--- src/rtl/hsw_pkg.sv ---
package hsw_pkg;

    localparam int NUM_REF = 2;

    typedef enum logic [1:0] {
        ST_TRACK_A = 2'd0,
        ST_TRACK_B = 2'd1,
        ST_HOLD    = 2'd2
    } hsw_state_e;

    typedef struct packed {
        logic auto_mode;
        logic revert_en;
        logic use_avg;
        logic hold_pin;
    } hsw_ctrl_t;

    function automatic logic ref_usable(input logic ok, input logic fault);
        return ok & ~fault;
    endfunction

    function automatic hsw_state_e track_of(input logic sel);
        return sel ? ST_TRACK_B : ST_TRACK_A;
    endfunction

endpackage

--- src/rtl/hsw_ref_qual.sv ---
module hsw_ref_qual
    import hsw_pkg::*;
(
    input  logic [NUM_REF-1:0] ref_ok,
    input  logic [NUM_REF-1:0] ref_fault,
    output logic [NUM_REF-1:0] usable
);
    for (genvar i = 0; i < NUM_REF; i++) begin : g_ref
        assign usable[i] = ref_usable(ref_ok[i], ref_fault[i]);
    end
endmodule

--- src/rtl/hsw_next_state.sv ---
module hsw_next_state
    import hsw_pkg::*;
(
    input  hsw_state_e         cur,
    input  logic               sel,
    input  hsw_ctrl_t          ctrl,
    input  logic [NUM_REF-1:0] usable,
    output hsw_state_e         nxt
);
    logic active_ok;
    logic other_ok;

    always_comb begin
        active_ok = usable[sel];
        other_ok  = usable[~sel];
        nxt       = cur;
        if (cur == ST_HOLD) begin
            if (ctrl.auto_mode) begin
                if (usable[0])      nxt = ST_TRACK_A;
                else if (usable[1]) nxt = ST_TRACK_B;
            end else if (!ctrl.hold_pin) begin
                nxt = track_of(sel);
            end
        end else begin
            if (!ctrl.auto_mode && ctrl.hold_pin) begin
                nxt = ST_HOLD;
            end else if (sel && ctrl.revert_en && usable[0]) begin
                nxt = ST_TRACK_A;
            end else if (!active_ok) begin
                nxt = other_ok ? track_of(~sel) : ST_HOLD;
            end
        end
    end
endmodule

--- src/rtl/hsw_hold_reg.sv ---
module hsw_hold_reg #(
    parameter int WORD_W = 32
) (
    input  logic              clk,
    input  logic              rst,
    input  logic              capture,
    input  logic              use_avg,
    input  logic [WORD_W-1:0] avg_word,
    input  logic [WORD_W-1:0] last_word,
    output logic [WORD_W-1:0] held
);
    logic [WORD_W-1:0] src;

    assign src = use_avg ? avg_word : last_word;

    always_ff @(posedge clk) begin
        if (rst)          held <= '0;
        else if (capture) held <= src;
    end
endmodule

--- src/rtl/hold_switch_ctrl.sv ---
module hold_switch_ctrl
    import hsw_pkg::*;
#(
    parameter int WORD_W = 32
) (
    input  logic              clk,
    input  logic              rst,
    input  logic [1:0]        ref_ok,
    input  logic [1:0]        ref_fault,
    input  logic              hold_pin,
    input  logic              auto_mode,
    input  logic              revert_en,
    input  logic              use_avg,
    input  logic [WORD_W-1:0] loop_word,
    input  logic [WORD_W-1:0] avg_word,
    input  logic [WORD_W-1:0] last_word,
    output logic [WORD_W-1:0] tune_word,
    output logic              in_hold,
    output logic              ref_sel,
    output logic              resume_pulse,
    output logic [WORD_W-1:0] preload_word
);
    hsw_state_e         state_q, state_d;
    logic               sel_q;
    logic               pulse_q;
    logic [NUM_REF-1:0] usable;
    logic [WORD_W-1:0]  held;
    hsw_ctrl_t          ctrl;
    logic               entering;
    logic               leaving;

    assign ctrl = '{auto_mode: auto_mode, revert_en: revert_en,
                    use_avg: use_avg, hold_pin: hold_pin};

    hsw_ref_qual u_qual (
        .ref_ok   (ref_ok),
        .ref_fault(ref_fault),
        .usable   (usable)
    );

    hsw_next_state u_fsm (
        .cur   (state_q),
        .sel   (sel_q),
        .ctrl  (ctrl),
        .usable(usable),
        .nxt   (state_d)
    );

    assign entering = (state_q != ST_HOLD) && (state_d == ST_HOLD);
    assign leaving  = (state_q == ST_HOLD) && (state_d != ST_HOLD);

    hsw_hold_reg #(.WORD_W(WORD_W)) u_hold (
        .clk      (clk),
        .rst      (rst),
        .capture  (entering),
        .use_avg  (use_avg),
        .avg_word (avg_word),
        .last_word(last_word),
        .held     (held)
    );

    always_ff @(posedge clk) begin
        if (rst) begin
            state_q <= ST_HOLD;
            sel_q   <= 1'b0;
            pulse_q <= 1'b0;
        end else begin
            state_q <= state_d;
            pulse_q <= leaving;
            if (state_d != ST_HOLD) sel_q <= (state_d == ST_TRACK_B);
        end
    end

    assign in_hold      = (state_q == ST_HOLD);
    assign ref_sel      = sel_q;
    assign resume_pulse = pulse_q;
    assign tune_word    = in_hold ? held : loop_word;
    assign preload_word = held;
endmodule

--- config.mk ---
export PLATFORM = sky130hd
export DESIGN_NAME = hold_switch_ctrl
export DESIGN_NICKNAME = d
export VERILOG_FILES = /design/src/rtl/hsw_pkg.sv /design/src/rtl/hsw_ref_qual.sv /design/src/rtl/hsw_next_state.sv /design/src/rtl/hsw_hold_reg.sv /design/src/rtl/hold_switch_ctrl.sv
export SDC_FILE = /design/constraint.sdc
export NUM_CORES = 1
export LEC_CHECK = 0
export BUFFER_PORTS_ARGS = -buffer_cell sky130_fd_sc_hd__buf_2
export CAP_MARGIN = 20
export CORE_ASPECT_RATIO = 1.1
export CORE_MARGIN = 2
export CORE_UTILIZATION = 40
export CTS_BUF_LIST = sky130_fd_sc_hd__clkbuf_4
export DETAILED_ROUTE_END_ITERATION = 10
export PLACE_DENSITY = 0.82
export SLEW_MARGIN = 20
export SYNTH_ARGS = -nofsm -noshare
export SYNTH_HDL_FRONTEND = slang
export SYNTH_SLANG_ARGS = --single-unit
--- constraint.sdc ---
create_clock -name clk -period 2.3 [get_ports clk]
set_clock_uncertainty 0.2 [all_clocks]
set_input_delay 0.345 -clock clk [delete_from_list [all_inputs] [get_ports clk]]
set_output_delay 0.345 -clock clk [all_outputs]
set_load 0.1 [all_outputs]
Word level (Yosys, flattened, before mapping). Cells that the tools add are included.

Reduce and logical (&&, ||, !) cells: 6. Multiplexer cells: 17. Eq/ne operators: 5. Magnitude comparators: 2. Bitwise gates (word level): 5.

Operator list (count): 2-to-1 mux 32 bit (2); 2-to-1 mux 2 bit (9); 2-to-1 mux 1 bit (6); logical AND 1 bit (5); equality test 2 bit, second input constant (2); < comparator 1 x 2 -> 1 bit, second input constant (2); inequality test 2 bit, second input constant (2); inverter 1 bit (3); AND 1 bit (2); equality test 2 x 1 -> 1 bit, second input constant (1); zero test 1 bit (1).

Input port bits: 106. Word-level logic and storage cells: 39. Output and inout port bits: 67. Register bits: 36.

Depth between registers and ports, before layout. Gate-level depths: netlist (run 1).

Depth after elaboration: 11. Depth in mapped cells: 9. Mapped depth without buffers: 6.

By module. From an unflattened synthesis (run 1), not the netlist that was laid out.

Cells, all modules: 210. Area total of the unflattened synthesis: 2254.7 sq um.

Modules (own cells, without submodules): hsw_hold_reg (cells an instance 142, area an instance 1437.6 sq um, sequential area each 640.6 sq um, times used 1); hold_switch_ctrl (cells an instance 49, area an instance 673.1 sq um, sequential area each 80.1 sq um, times used 1); hsw_next_state (cells an instance 17, area an instance 116.4 sq um, sequential area each 0.0 sq um, times used 1); hsw_ref_qual (cells an instance 2, area an instance 27.5 sq um, sequential area each 0.0 sq um, times used 1).

Worst setup path before layout (run 1). Ideal clock, no wire load.

Path kind: reg2out. From: register state_q[0]. To: output tune_word[22]. Required time: 1755 ps. Setup slack: -716 ps. Cell stages (with the launch flop): 7. Arrival time: 2471 ps. Path buffers: 2. Cell sequence: dfxtp_1 -> nand2b_4 -> buf_6 -> inv_4 -> clkbuf_1 -> nand2_1 -> nand2_1.

Cells in the longest elaborated chain, start to end: 2.

RTL lines: from (decl) (RTL line hold_switch_ctrl.sv:23) `hsw_state_e state_q, state_d;`; from (signal assigned) (RTL line hold_switch_ctrl.sv:68) `state_q <= state_d;`; equality test 2 bit (RTL line hold_switch_ctrl.sv:74) `assign in_hold = (state_q == ST_HOLD);`; named net in_hold (RTL line hold_switch_ctrl.sv:18) `output logic in_hold,`; 2-to-1 mux 32 bit (RTL line hold_switch_ctrl.sv:77) `assign tune_word = in_hold ? held : loop_word;`; to (decl) (RTL line hold_switch_ctrl.sv:17) `output logic [WORD_W-1:0] tune_word,`.

The timed path passes the listed nets, and every way through them passes these cells.

Worst setup path in the final report (run 1).
From: register state_q[0]. To: output tune_word[1].

Cells in the longest elaborated chain, start to end: 2.

RTL lines (RTL line): equality test 2 bit (hold_switch_ctrl.sv:74); 2-to-1 mux 32 bit (hold_switch_ctrl.sv:77).

Every way passes these cells.

==> impl_metrics.prom, run 1 <==
# TYPE chip_impl_metric gauge
chip_impl_metric{name="initial_core_utilization",unit="%"} 41.68
chip_impl_metric{name="relSlewSlack",unit="%"} 66.24
chip_impl_info{name="synth.largest_area_cell",value="sky130_fd_sc_hd__dfxtp_1"} 1
chip_impl_metric{name="worst_hold_path_cells",unit=""} 3
chip_impl_metric{name="synth.top_cell.area_share",unit="%"} 29.78
chip_impl_metric{name="groute.usage.overall",unit="%"} 24.08
chip_impl_metric{name="total_power",unit="W"} 0.003667
chip_impl_metric{name="synth_cell_type_count",unit=""} 33
chip_impl_metric{name="global_route.overflow_total",unit=""} 0
chip_impl_info{name="crit_slowest_cell",value="sky130_fd_sc_hd__dfxtp_1"} 1
chip_impl_info{name="critical_path.reg2reg.endpoint",value="u_hold.held[7]$_SDFFE_PP0P_"} 1
chip_impl_metric{name="layout_worst_path_cycle_share",unit="%"} 93.40
chip_impl_info{name="crit_path_cell_trace",value="nand2b_4, inv_8, buf_6, nand2_1, nand2_1, buf_12"} 1
chip_impl_info{name="clock_tree_from_tritoncts",value="built"} 1
chip_impl_metric{name="areaGrowthSynthToFinish",unit="%"} 64.12
chip_impl_metric{name="max_freq",unit="GHz"} 0.4655
chip_impl_metric{name="boundaryPins",unit=""} 173
chip_impl_info{name="worst_hold_path.endpoint",value="u_hold.held[22]$_SDFFE_PP0P_"} 1
chip_impl_metric{name="postLayoutCoreUtil",unit="%"} 68.41
chip_impl_metric{name="wirelength",unit="mm"} 8.159
chip_impl_metric{name="reg2reg_setup_slack",unit="ns"} 0.28
chip_impl_info{name="netlist_top_cells_area",value="sky130_fd_sc_hd__dfxtp_1, sky130_fd_sc_hd__a211oi_2, sky130_fd_sc_hd__nand2_1"} 1
chip_impl_metric{name="dr.first_iter.drc_count",unit=""} 103
chip_impl_metric{name="die_height",unit="microns"} 85.58
chip_impl_info{name="cp-start-kind",value="flip-flop"} 1
chip_impl_metric{name="synth_area_per_cell",unit="sq um"} 8.520
chip_impl_metric{name="die-area",unit="sq mm"} 0.006689
chip_impl_info{name="r2r-start",value="state_q[0]$_SDFF_PP0_"} 1
chip_impl_metric{name="insertion_delay_of_the_later_clocked_pin_in_the_worst_skew_pair",unit="ns"} 0.33
chip_impl_metric{name="grt_max_degree",unit=""} 24
chip_impl_metric{name="placement.io_buffers",unit=""} 172
chip_impl_metric{name="fin_crit",unit="ns"} 2.148
chip_impl_info{name="hold_start",value="last_word[22]"} 1
chip_impl_metric{name="path_max_fanout",unit=""} 19
chip_impl_metric{name="timing_worst_slew_pin_value",unit="ns"} 0.5099
chip_impl_metric{name="p_per_area",unit="mW/mm^2"} 923.4
chip_impl_metric{name="drt-pass1-iter-count",unit=""} 4
chip_impl_metric{name="setup_tns",unit="ns"} 0
chip_impl_metric{name="drt.antenna.violating_nets",unit=""} 0
chip_impl_metric{name="num-fill-cells",unit=""} 449
chip_impl_metric{name="holdBufCountCts",unit=""} 0
chip_impl_info{name="status",value="finished clean"} 1
chip_impl_metric{name="maxSlewViolCount",unit=""} 0
chip_impl_metric{name="critical_path_arrival",unit="ns"} 1.60
chip_impl_info{name="ctsRootBufferMaster",value="sky130_fd_sc_hd__clkbuf_4"} 1
chip_impl_metric{name="avgRoutedWirePerCell",unit="microns"} 15.48
chip_impl_metric{name="pre_cts_ws",unit="ns"} 0.1607
chip_impl_metric{name="max-vdd-ir-drop",unit="uV"} 605.6
chip_impl_metric{name="post-route-drc-count",unit=""} 0
chip_impl_metric{name="cts-root-to-sink-buffers",unit=""} 2
chip_impl_metric{name="floorplan_die_width",unit="microns"} 78.16
chip_impl_metric{name="h-tree-depth",unit=""} 2
chip_impl_info{name="cp_class",value="reg2out"} 1
chip_impl_metric{name="antenna_found_initial",unit=""} 0
chip_impl_metric{name="rr_worst_depth",unit=""} 7
chip_impl_metric{name="yosys_warnings",unit=""} 0
chip_impl_metric{name="gp_congestion",unit=""} 0.8248
chip_impl_metric{name="layout_setup_ws",unit="ns"} 0.1518
chip_impl_metric{name="path_buf_inv",unit=""} 3
chip_impl_info{name="min-delay-path-class",value="in2reg"} 1
chip_impl_metric{name="post_route_cells_drive_above_1_share",unit="%"} 54.00
chip_impl_metric{name="antenna_cells",unit=""} 0
chip_impl_info{name="critPathMostFrequentCell",value="sky130_fd_sc_hd__nand2_1"} 1
chip_impl_metric{name="dp.final_hpwl",unit="mm"} 6.307
chip_impl_metric{name="cpPeakStageDelay",unit="ns"} 0.37
chip_impl_metric{name="number_of_max_cap_violations",unit=""} 0
chip_impl_metric{name="ys_seq_elements",unit=""} 36
chip_impl_metric{name="postSynthCellCount",unit=""} 284
chip_impl_metric{name="stdcell_count",unit=""} 527
chip_impl_metric{name="place.detailed.instances",unit=""} 517
chip_impl_metric{name="drt-vias-per-instance",unit=""} 5.235
chip_impl_metric{name="timing.final.setup_violations",unit=""} 0
chip_impl_metric{name="finalHoldViolations",unit=""} 0
chip_impl_metric{name="grt_pass1_vias",unit=""} 2857
chip_impl_metric{name="num_rows",unit=""} 29
chip_impl_metric{name="vias",unit=""} 2759
chip_impl_metric{name="design.core.area",unit="sq mm"} 0.005806
chip_impl_metric{name="grt_first_pass_wirelength",unit="mm"} 13.19
chip_impl_metric{name="mappedNetlistArea",unit="sq mm"} 0.002420
chip_impl_metric{name="numCtsBuffers",unit=""} 5
chip_impl_metric{name="clock-sinks",unit=""} 36
chip_impl_info{name="rsz_0062_raised_after_global_routing",value="no"} 1
chip_impl_metric{name="worstPathRequired",unit="ns"} 1.75
chip_impl_metric{name="syn_nets",unit=""} 390
chip_impl_metric{name="finalNetCount",unit=""} 555
chip_impl_info{name="path_delay_family",value="buffers and inverters"} 1
chip_impl_metric{name="yosysSeqAreaShare",unit="%"} 29.78
chip_impl_info{name="cp_endpoint_kind",value="primary output"} 1
chip_impl_metric{name="total_leakage_power",unit="nW"} 1.931
chip_impl_metric{name="cts.reportedPaths.clkPinSlew",unit="ns"} 0.12
[per-stage QoR]
step                area [sq um]  hold slack (ns)
finish                      3971           0.1777
global route                3971           0.1745
CTS                         3971           0.1715
detailed placement          3862           0.4075
global placement            3862           0.3969
floorplan                   2445           0.3831
[Yosys cell counts]
cell,number
sky130_fd_sc_hd__a211oi_1,35
sky130_fd_sc_hd__a211oi_2,30
sky130_fd_sc_hd__a21o_1,1
sky130_fd_sc_hd__a21o_4,1
sky130_fd_sc_hd__a2bb2oi_2,1
sky130_fd_sc_hd__a31oi_2,1
sky130_fd_sc_hd__and2_1,1
sky130_fd_sc_hd__and2b_1,1
sky130_fd_sc_hd__and2b_4,1
sky130_fd_sc_hd__buf_1,1
sky130_fd_sc_hd__buf_2,7
sky130_fd_sc_hd__buf_4,3
sky130_fd_sc_hd__buf_6,5
sky130_fd_sc_hd__clkbuf_1,12
sky130_fd_sc_hd__dfxtp_1,36
sky130_fd_sc_hd__inv_1,1
sky130_fd_sc_hd__inv_4,1
sky130_fd_sc_hd__mux2i_1,33
sky130_fd_sc_hd__nand2_1,97
sky130_fd_sc_hd__nand2b_1,1
sky130_fd_sc_hd__nand2b_4,1
sky130_fd_sc_hd__nand4b_1,1
sky130_fd_sc_hd__nand4bb_1,1
sky130_fd_sc_hd__nor2_1,2
sky130_fd_sc_hd__nor2b_1,1
sky130_fd_sc_hd__nor3b_1,2
sky130_fd_sc_hd__o2111ai_1,1
sky130_fd_sc_hd__o211ai_1,1
sky130_fd_sc_hd__o21a_1,1
sky130_fd_sc_hd__o21ai_0,1
sky130_fd_sc_hd__o31ai_1,1
sky130_fd_sc_hd__o41ai_1,1
sky130_fd_sc_hd__or2_2,1
[layout make-up]
class	instances	area [sq um]	share of cell area, %
flip-flops and latches	36	723.2	18.21
multi-input cells	218	1563	39.35
clock buffers	5	37.54	0.9452
clock inverters	3	42.54	1.071
inverters	2	15.01	0.3781
repair buffers	186	1494	37.62
well taps	77	96.34	2.426
[cell families (layout without fill, tap and decap cells)]
group	count (synthesis)	after routing	share of synthesized area (%)
buffers and inverters	30	196	7.135
AO/OA/AOI/OAI	75	75	30.30
multiplexers	33	33	13.65
AND/OR/NAND/NOR	110	110	19.13
flip-flops	36	36	29.78
[sequential cells by signal (all words and copies together) (netlist names)]
name          count
ref_sel           1
state_q           2
u_hold.held      32
resume_pulse      1
[how the worst max path moves through the flow]
stage	from	slack, ns	endpoint	cells past startpoint
3_5_place_dp	state_q[0]$_SDFF_PP0_	0.16	u_hold.held[7]$_SDFFE_PP0P_	7
2_1_floorplan	state_q[0]$_SDFF_PP0_	0.01	tune_word[22]	6
6_report	state_q[0]$_SDFF_PP0_	0.15	tune_word[1]	6
3_3_place_gp	ref_fault[0]	0.23	u_hold.held[9]$_SDFFE_PP0P_	7
4_1_cts	state_q[0]$_SDFF_PP0_	0.12	tune_word[18]	6
5_1_grt	state_q[0]$_SDFF_PP0_	0.05	tune_word[17]	6
[metal layers]
metal	global-route usage, %	vias to the layer above	share of wire, %
met4	9.091	0	2.1
met1	27.25	1288	39
met3	4.211	16	4.9
li1	-	1356	-
met5	0	-	0
met2	44.91	99	54
[worst register-to-register path: cells and delay by family, from the launching register on]
kind	cells	cell delay, ns
buffers and inverters	2	0.36
flip-flops	1	0.42
AND/OR/NAND/NOR	2	0.43
AO/OA/AOI/OAI	3	0.54
[cells in the final DEF, fill, tap and decap left out, types with 2 or more instances in the layout]
master,n
sky130_fd_sc_hd__mux2i_1,33
sky130_fd_sc_hd__clkbuf_4,5
sky130_fd_sc_hd__buf_6,2
sky130_fd_sc_hd__buf_2,139
sky130_fd_sc_hd__a211oi_2,30
sky130_fd_sc_hd__buf_12,35
sky130_fd_sc_hd__nand2_1,88
sky130_fd_sc_hd__nor3b_1,2
sky130_fd_sc_hd__a211oi_1,35
sky130_fd_sc_hd__nand2_2,9
sky130_fd_sc_hd__buf_4,10
sky130_fd_sc_hd__dfxtp_1,34
sky130_fd_sc_hd__dfxtp_2,2
[timing repair]
action	4_1_cts	5_1_grt
endpoints found under the setup margin	16	0
gates resized for setup	5	0
buffers inserted	2	0
[report_power, final]
| part | switching (W) | internal [W] | total, W |
|---|---|---|---|
| combinational | 0.00174 | 0.000706 | 0.00245 |
| clock | 0.000223 | 0.000227 | 0.000450 |
| sequential | 0.0000687 | 0.000703 | 0.000772 |
| total | 0.00203 | 0.00164 | 0.00367 |
Note: power is estimated with default switching activity, not from simulation.
==> run 2: changes to the inputs <==
--- a/config.mk
+++ b/config.mk
@@ -5,6 +5,7 @@
 export SDC_FILE = /design/constraint.sdc
 export NUM_CORES = 1
 export LEC_CHECK = 0
+export ABC_AREA = 1
 export BUFFER_PORTS_ARGS = -buffer_cell sky130_fd_sc_hd__buf_2
 export CAP_MARGIN = 20
 export CORE_ASPECT_RATIO = 1.1
@@ -12,7 +13,7 @@
 export CORE_UTILIZATION = 40
 export CTS_BUF_LIST = sky130_fd_sc_hd__clkbuf_4
 export DETAILED_ROUTE_END_ITERATION = 10
-export PLACE_DENSITY = 0.82
+export PLACE_DENSITY = 0.83
 export SLEW_MARGIN = 20
 export SYNTH_ARGS = -nofsm -noshare
 export SYNTH_HDL_FRONTEND = slang
==> run 2 against run 1 <==
Net effect:
- die area shrank 5.0%
- total power up 2.9%
- register-to-register slack improved by 0.11 ns
- non-clock buffer count is 8 lower
- worst setup slack improved by 0.028 ns
- routed wire length shrank 8.8%
- sequential power decreased by 2%
- final area rose by 4.7%
- synthesized cell count grew 27%
- sequential cell count is the same
- first-iteration DRC count shrank 36%
- combinational power grew 9.4%
- largest cell class unchanged
==> impl_metrics.prom, run 2 <==
# TYPE chip_impl_metric gauge
chip_impl_info{name="status",value="finished clean"} 1
chip_impl_metric{name="post_route_cells_drive_above_1_share",unit="%"} 54.46
chip_impl_metric{name="grt_pass1_vias",unit=""} 2953
chip_impl_metric{name="numCtsBuffers",unit=""} 5
chip_impl_info{name="netlist_top_cells_count",value="sky130_fd_sc_hd__nand2_1, sky130_fd_sc_hd__nor2_1, sky130_fd_sc_hd__inv_1"} 1
chip_impl_metric{name="dr.first_iter.drc_count",unit=""} 66
chip_impl_metric{name="ys_seq_elements",unit=""} 36
chip_impl_metric{name="syn_nets",unit=""} 467
chip_impl_metric{name="gp_congestion",unit=""} 0.8136
chip_impl_metric{name="max_freq",unit="GHz"} 0.4717
chip_impl_info{name="hold_start",value="avg_word[20]"} 1
chip_impl_metric{name="cts-root-to-sink-buffers",unit=""} 2
chip_impl_metric{name="design.core.area",unit="sq mm"} 0.005465
chip_impl_metric{name="h-tree-depth",unit=""} 2
chip_impl_metric{name="initial_core_utilization",unit="%"} 41.96
chip_impl_metric{name="final.hold.worst_slack",unit="ns"} 0.1734
chip_impl_metric{name="num_rows",unit=""} 28
chip_impl_metric{name="synth_area_per_cell",unit="sq um"} 6.353
chip_impl_metric{name="yosys_warnings",unit=""} 0
chip_impl_metric{name="insertion_delay_of_the_later_clocked_pin_in_the_worst_skew_pair",unit="ns"} 0.31
chip_impl_metric{name="final-seq-area",unit="sq um"} 760.7
chip_impl_info{name="most_common_cell_in_the_synthesized_netlist",value="sky130_fd_sc_hd__nand2_1"} 1
chip_impl_info{name="netlist_top_cells_area",value="sky130_fd_sc_hd__dfxtp_1, sky130_fd_sc_hd__nand2_1, sky130_fd_sc_hd__mux2_2"} 1
chip_impl_metric{name="finalHoldViolations",unit=""} 0
chip_impl_metric{name="cts_resized",unit=""} 0
chip_impl_metric{name="mappedNetlistArea",unit="sq mm"} 0.002293
chip_impl_info{name="mostFrequentLayoutCells",value="sky130_fd_sc_hd__buf_2, sky130_fd_sc_hd__nand2_1, sky130_fd_sc_hd__nor2_1"} 1
chip_impl_metric{name="stdcell_count",unit=""} 602
chip_impl_metric{name="area_of_the_multi_input_gates",unit="sq mm"} 0.001658
chip_impl_metric{name="clock-sinks",unit=""} 36
chip_impl_metric{name="yosysSeqAreaShare",unit="%"} 31.42
chip_impl_metric{name="finalNetCount",unit=""} 632
chip_impl_metric{name="holdBufCountCts",unit=""} 1
chip_impl_info{name="min-delay-path-class",value="in2reg"} 1
chip_impl_info{name="reg.largest.list",value="u_hold.held (32), state_q (2)"} 1
chip_impl_metric{name="path_max_fanout",unit=""} 34
chip_impl_metric{name="drt-vias-per-instance",unit=""} 4.678
chip_impl_metric{name="synth.top_cell.area_share",unit="%"} 31.42
chip_impl_metric{name="groute.usage.overall",unit="%"} 23.36
chip_impl_metric{name="boundaryPins",unit=""} 173
chip_impl_metric{name="maxSlewViolCount",unit=""} 0
chip_impl_metric{name="setup_tns",unit="ns"} 0
chip_impl_info{name="synth_top_flop_cell",value="sky130_fd_sc_hd__dfxtp_1"} 1
chip_impl_metric{name="grt_max_degree",unit=""} 35
chip_impl_metric{name="post-cts-setup-buffer-count",unit=""} 0
chip_impl_metric{name="wirelength",unit="mm"} 7.438
chip_impl_metric{name="antenna_found_initial",unit=""} 0
chip_impl_metric{name="placement.io_buffers",unit=""} 172
chip_impl_info{name="r2r-start",value="state_q[0]$_SDFF_PP0_"} 1
chip_impl_metric{name="antenna_cells",unit=""} 0
chip_impl_metric{name="avgRoutedWirePerCell",unit="microns"} 12.36
chip_impl_metric{name="total_power",unit="W"} 0.003773
chip_impl_metric{name="vias",unit=""} 2816
chip_impl_metric{name="async_flop_share",unit="%"} 0
chip_impl_info{name="layout.cells.most_common",value="sky130_fd_sc_hd__buf_2"} 1
chip_impl_metric{name="drt-pass1-iter-count",unit=""} 4
chip_impl_metric{name="post-route-drc-count",unit=""} 0
chip_impl_metric{name="areaGrowthSynthToFinish",unit="%"} 81.23
chip_impl_info{name="cp_class",value="reg2out"} 1
chip_impl_metric{name="cts.reportedPaths.clkPinSlew",unit="ns"} 0.11
chip_impl_info{name="cp_endpoint_kind",value="primary output"} 1
chip_impl_info{name="ctsRootBufferMaster",value="sky130_fd_sc_hd__clkbuf_4"} 1
chip_impl_metric{name="worst_hold_path_cells",unit=""} 4
chip_impl_info{name="registers.top_by_ff_count",value="u_hold.held"} 1
chip_impl_metric{name="relSlewSlack",unit="%"} 34.88
chip_impl_metric{name="timing_worst_slew_pin_value",unit="ns"} 0.9709
chip_impl_info{name="rsz_0062_raised_after_global_routing",value="no"} 1
chip_impl_metric{name="die-area",unit="sq mm"} 0.006356
chip_impl_metric{name="synth_edf_count",unit=""} 0
chip_impl_metric{name="synth_cell_type_count",unit=""} 18
chip_impl_metric{name="layout_worst_path_cycle_share",unit="%"} 92.18
chip_impl_info{name="startpoint",value="state_q[0]$_SDFF_PP0_"} 1
chip_impl_metric{name="p_per_area",unit="mW/mm^2"} 907.8
chip_impl_metric{name="dp.final_hpwl",unit="mm"} 6.019
chip_impl_metric{name="number_of_max_cap_violations",unit=""} 0
chip_impl_metric{name="max-vdd-ir-drop",unit="uV"} 578.0
chip_impl_info{name="critical_path.reg2reg.endpoint",value="u_hold.held[1]$_SDFFE_PP0P_"} 1
chip_impl_metric{name="grt_first_pass_wirelength",unit="mm"} 12.30
chip_impl_metric{name="largest_reg_flops",unit=""} 32
chip_impl_info{name="synth.largest_area_cell",value="sky130_fd_sc_hd__dfxtp_1"} 1
chip_impl_info{name="worst_hold_path.endpoint",value="u_hold.held[20]$_SDFFE_PP0P_"} 1
chip_impl_info{name="clock_tree_from_tritoncts",value="built"} 1
chip_impl_metric{name="place.detailed.instances",unit=""} 593
chip_impl_metric{name="worstPathRequired",unit="ns"} 1.75
chip_impl_metric{name="critical_path_arrival",unit="ns"} 1.58
chip_impl_metric{name="global_route.overflow_total",unit=""} 0
chip_impl_metric{name="rr_worst_depth",unit=""} 10
chip_impl_metric{name="die_height",unit="microns"} 83.42
chip_impl_metric{name="drt.antenna.violating_nets",unit=""} 0
chip_impl_metric{name="num-fill-cells",unit=""} 414
chip_impl_info{name="cp-start-kind",value="flip-flop"} 1
chip_impl_metric{name="postLayoutCoreUtil",unit="%"} 76.05
chip_impl_metric{name="reg2reg_setup_slack",unit="ns"} 0.39
chip_impl_metric{name="fin_crit",unit="ns"} 2.120
chip_impl_metric{name="total_leakage_power",unit="nW"} 2.177
chip_impl_metric{name="postSynthCellCount",unit=""} 361
chip_impl_metric{name="timing.final.setup_violations",unit=""} 0
chip_impl_metric{name="floorplan_die_width",unit="microns"} 76.20
-- run 2: changes by cell type after synthesis, sizes merged, moves of 31 or more --
| cell | previous run | this run |
|---|---|---|
| mux2 | 0 | 32 |
| inv | 2 | 42 |
| a211oi | 65 | 0 |
| nor2 | 2 | 69 |
| o21ai | 1 | 32 |
| mux2i | 33 | 0 |
-- run 2: logic make-up after synthesis --
family          count (synthesis)  synth area share (%)
simple gates                  196                 33.39
buf+inv                        63                 12.00
flops                          36                 31.42
compound gates                 34                 7.474
mux                            32                 15.71
-- run 2: per-stage QoR --
| step | instance area (sq um) | setup WS, ns |
|---|---|---|
| after floorplan | 2696 | 0.04537 |
| after global placement | 4090 | 0.4011 |
| after detailed placement | 4090 | 0.3442 |
| after CTS | 4156 | 0.1573 |
| after global routing | 4156 | 0.05678 |
| final | 4156 | 0.1799 |
-- run 2: layer usage --
| metal | up-vias | track usage (%) | routed length (microns) |
|---|---|---|---|
| met5 | - | 0 | 0 |
| met3 | 16 | 5.870 | 479 |
| met4 | 0 | 10.25 | 193 |
| met1 | 1262 | 21.82 | 2735 |
| li1 | 1430 | - | - |
| met2 | 108 | 47.00 | 4029 |
-- run 2: how the worst max path moves through the flow --
stage | end | slack [ns] | cells past startpoint
floorplan | u_hold.held[0]$_SDFFE_PP0P_ | 0.05 | 10
global placement | ref_sel$_SDFFE_PP0P_ | 0.40 | 4
detailed placement | u_hold.held[1]$_SDFFE_PP0P_ | 0.34 | 14
CTS | tune_word[12] | 0.16 | 6
global route | u_hold.held[20]$_SDFFE_PP0P_ | 0.06 | 5
finish | tune_word[12] | 0.18 | 6
-- run 2: report_power, final --
group,switching [W],internal (W),leakage (nW)
Sequential,0.0000407,0.000719,0.308
Clock,0.000194,0.000141,0.0338
Combinational,0.00192,0.000762,1.83
-- run 2: final cells by class --
type	instances	area share, %
tap	75	2.258
sequential	36	18.30
clock buffer	7	1.264
clock inverter	1	0.09031
multi-input combinational	262	39.89
timing repair buffer	178	34.32
inverter	43	3.883
-- run 2: worst max-delay path: stages (launching register included) --
cell and delay [ns]:
sky130_fd_sc_hd__dfxtp_1 0.36, sky130_fd_sc_hd__inv_2 0.07, sky130_fd_sc_hd__nand2_4 0.10, sky130_fd_sc_hd__buf_12 0.27, sky130_fd_sc_hd__nand2_1 0.16, sky130_fd_sc_hd__o21ai_4 0.10, sky130_fd_sc_hd__buf_12 0.19
==> run 3: changes to the inputs <==
==> constraint.sdc (replaced) <==
create_clock -name clk -period 2.6 [get_ports clk]
set_clock_uncertainty 0.2 [all_clocks]
set_input_delay 0.39 -clock clk [delete_from_list [all_inputs] [get_ports clk]]
set_output_delay 0.39 -clock clk [all_outputs]
set_load 0.1 [all_outputs]
==> run 3 against run 2 <==
Net effect:
- final area is 20% lower
- via count is 5.1% lower
- clock power is 17% lower
- total power is 25% lower
==> impl_metrics.prom, run 3 (synthesis results as in run 2) <==
# TYPE chip_impl_metric gauge
chip_impl_info{name="status",value="finished clean"} 1
chip_impl_metric{name="initial_core_utilization",unit="%"} 41.96
chip_impl_metric{name="met2RoutedLength",unit="mm"} 3.191
chip_impl_metric{name="post_route_cells_drive_above_1_share",unit="%"} 48.28
chip_impl_metric{name="numCtsBuffers",unit=""} 5
chip_impl_metric{name="final.hold.worst_slack",unit="ns"} 0.07132
chip_impl_metric{name="wirelength",unit="mm"} 6.138
chip_impl_metric{name="p_per_area",unit="mW/mm^2"} 847.6
chip_impl_metric{name="design.core.area",unit="sq mm"} 0.005465
chip_impl_metric{name="number_of_max_cap_violations",unit=""} 0
chip_impl_info{name="ctsRootBufferMaster",value="sky130_fd_sc_hd__clkbuf_4"} 1
chip_impl_metric{name="cts.reportedPaths.clkPinSlew",unit="ns"} 0.09
chip_impl_metric{name="met1_length",unit="mm"} 2.475
chip_impl_metric{name="post-route-drc-count",unit=""} 0
chip_impl_metric{name="num_rows",unit=""} 28
chip_impl_info{name="rsz_0062_raised_after_global_routing",value="no"} 1
chip_impl_metric{name="die_height",unit="microns"} 83.42
chip_impl_info{name="r2r-start",value="state_q[0]$_SDFF_PP0_"} 1
chip_impl_metric{name="dr.first_iter.drc_count",unit=""} 66
chip_impl_metric{name="grt_pass1_vias",unit=""} 2547
chip_impl_info{name="clock_tree_from_tritoncts",value="built"} 1
chip_impl_metric{name="drt-vias-per-instance",unit=""} 4.474
chip_impl_metric{name="grt_max_degree",unit=""} 65
chip_impl_info{name="reg.largest.list",value="u_hold.held (32), state_q (2)"} 1
chip_impl_info{name="mostFrequentLayoutCells",value="sky130_fd_sc_hd__buf_2, sky130_fd_sc_hd__nand2_1, sky130_fd_sc_hd__nor2_1"} 1
chip_impl_metric{name="timing_worst_slew_pin_value",unit="ns"} 0.8897
chip_impl_info{name="registers.top_by_ff_count",value="u_hold.held"} 1
chip_impl_metric{name="largest_reg_flops",unit=""} 32
chip_impl_info{name="cp_endpoint_kind",value="primary output"} 1
chip_impl_metric{name="setup_tns",unit="ns"} 0
chip_impl_metric{name="placement.io_buffers",unit=""} 172
chip_impl_metric{name="fin_crit",unit="ns"} 2.430
chip_impl_metric{name="post-cts-setup-buffer-count",unit=""} 0
chip_impl_metric{name="insertion_delay_of_the_later_clocked_pin_in_the_worst_skew_pair",unit="ns"} 0.31
chip_impl_metric{name="maxSlewViolCount",unit=""} 0
chip_impl_metric{name="h-tree-depth",unit=""} 2
chip_impl_metric{name="holdBufCountCts",unit=""} 0
chip_impl_metric{name="critical_path_arrival",unit="ns"} 1.84
chip_impl_metric{name="layout_worst_path_cycle_share",unit="%"} 93.45
chip_impl_metric{name="finalNetCount",unit=""} 628
chip_impl_info{name="startpoint",value="state_q[0]$_SDFF_PP0_"} 1
chip_impl_metric{name="groute.usage.overall",unit="%"} 19.06
chip_impl_metric{name="gp_congestion",unit=""} 0.8592
chip_impl_metric{name="cts-root-to-sink-buffers",unit=""} 2
chip_impl_metric{name="dp.final_hpwl",unit="mm"} 4.778
chip_impl_metric{name="cts_resized",unit=""} 0
chip_impl_metric{name="grt_first_pass_wirelength",unit="mm"} 10.25
chip_impl_info{name="cp_class",value="reg2out"} 1
chip_impl_info{name="hold_start",value="rst"} 1
chip_impl_metric{name="drt-pass1-iter-count",unit=""} 4
chip_impl_metric{name="antenna_cells",unit=""} 0
chip_impl_metric{name="boundaryPins",unit=""} 173
chip_impl_metric{name="relSlewSlack",unit="%"} 40.32
chip_impl_metric{name="max_freq",unit="GHz"} 0.4116
chip_impl_info{name="highest_routed_metal_layer",value="met4"} 1
chip_impl_info{name="min-delay-path-class",value="in2reg"} 1
chip_impl_metric{name="finalHoldViolations",unit=""} 0
chip_impl_metric{name="total_leakage_power",unit="nW"} 1.974
chip_impl_metric{name="areaGrowthSynthToFinish",unit="%"} 44.74
chip_impl_metric{name="clock-sinks",unit=""} 36
chip_impl_metric{name="worstPathRequired",unit="ns"} 2.01
chip_impl_metric{name="avgRoutedWirePerCell",unit="microns"} 10.28
chip_impl_metric{name="antenna_found_initial",unit=""} 0
chip_impl_info{name="cp-start-kind",value="flip-flop"} 1
chip_impl_metric{name="drt.antenna.violating_nets",unit=""} 0
chip_impl_metric{name="floorplan_die_width",unit="microns"} 76.20
chip_impl_metric{name="timing.final.setup_violations",unit=""} 0
chip_impl_metric{name="die-area",unit="sq mm"} 0.006356
chip_impl_metric{name="path_max_fanout",unit=""} 34
chip_impl_info{name="layout.cells.most_common",value="sky130_fd_sc_hd__buf_2"} 1
chip_impl_metric{name="met3_length",unit="microns"} 423
chip_impl_metric{name="vias",unit=""} 2671
chip_impl_metric{name="max-vdd-ir-drop",unit="uV"} 414.5
chip_impl_metric{name="global_route.overflow_total",unit=""} 0
-- run 3: cell types whose count changed in the layout (fill, tap and decap cells not counted), sizes merged --
cell	delta
buf	-3
clkbuf	-1
dlygate4sd3	-1
-- run 3: metal layers --
metal,GRT usage (%),up-vias
met2,38.07,124
met1,19.68,1117
met3,4.130,6
li1,-,1424
met4,5.289,0
met5,0,-
-- run 3: per-stage QoR --
stage | total power, W | cell area [sq um] | worst slack (ns) | cells | utilization [%]
5_1_grt | 0.002954 | 3319 | 0.02625 | 597 | 60.74
3_3_place_gp | 0.002531 | 3269 | 0.5032 | 590 | 59.82
3_5_place_dp | 0.002549 | 3269 | 0.3991 | 590 | 59.82
2_1_floorplan | 0.002290 | 2414 | 0.04135 | 361 | -
4_1_cts | 0.002839 | 3319 | 0.1374 | 597 | 60.74
6_report | 0.002814 | 3319 | 0.1702 | 597 | 60.74
-- run 3: final timing paths --
path	endpoint	depth (start not counted)	slack [ns]
worst max-delay path	tune_word[22]	6	0.17
worst min-delay path	resume_pulse$_SDFF_PP0_	2	0.07
worst max register to register	u_hold.held[18]$_SDFFE_PP0P_	7	0.50
worst min register to register	u_hold.held[9]$_SDFFE_PP0P_	4	0.36
-- run 3: area by class of cell --
type                       count  area (sq um)
sequential                    36         720.7
clock inverter                 1         5.005
clock buffer                   6         45.04
fill                         506          2146
inverter                      43         161.4
tap                           75         93.84
timing repair buffer         174         875.8
multi-input combinational    262          1418
-- run 3: worst max-delay path, stage by stage, from the launching register on --
cell                      delay (ns)
sky130_fd_sc_hd__dfxtp_1        0.36
sky130_fd_sc_hd__inv_2          0.07
sky130_fd_sc_hd__nand2_4        0.06
sky130_fd_sc_hd__buf_4          0.38
sky130_fd_sc_hd__nand2_1        0.13
sky130_fd_sc_hd__o21ai_2        0.08
sky130_fd_sc_hd__buf_2          0.43
-- run 3: power breakdown --
part | total, W | internal, W | switching (W)
sequential | 0.000659 | 0.000623 | 0.0000354
clock | 0.000278 | 0.000110 | 0.000168
combinational | 0.00188 | 0.000332 | 0.00154
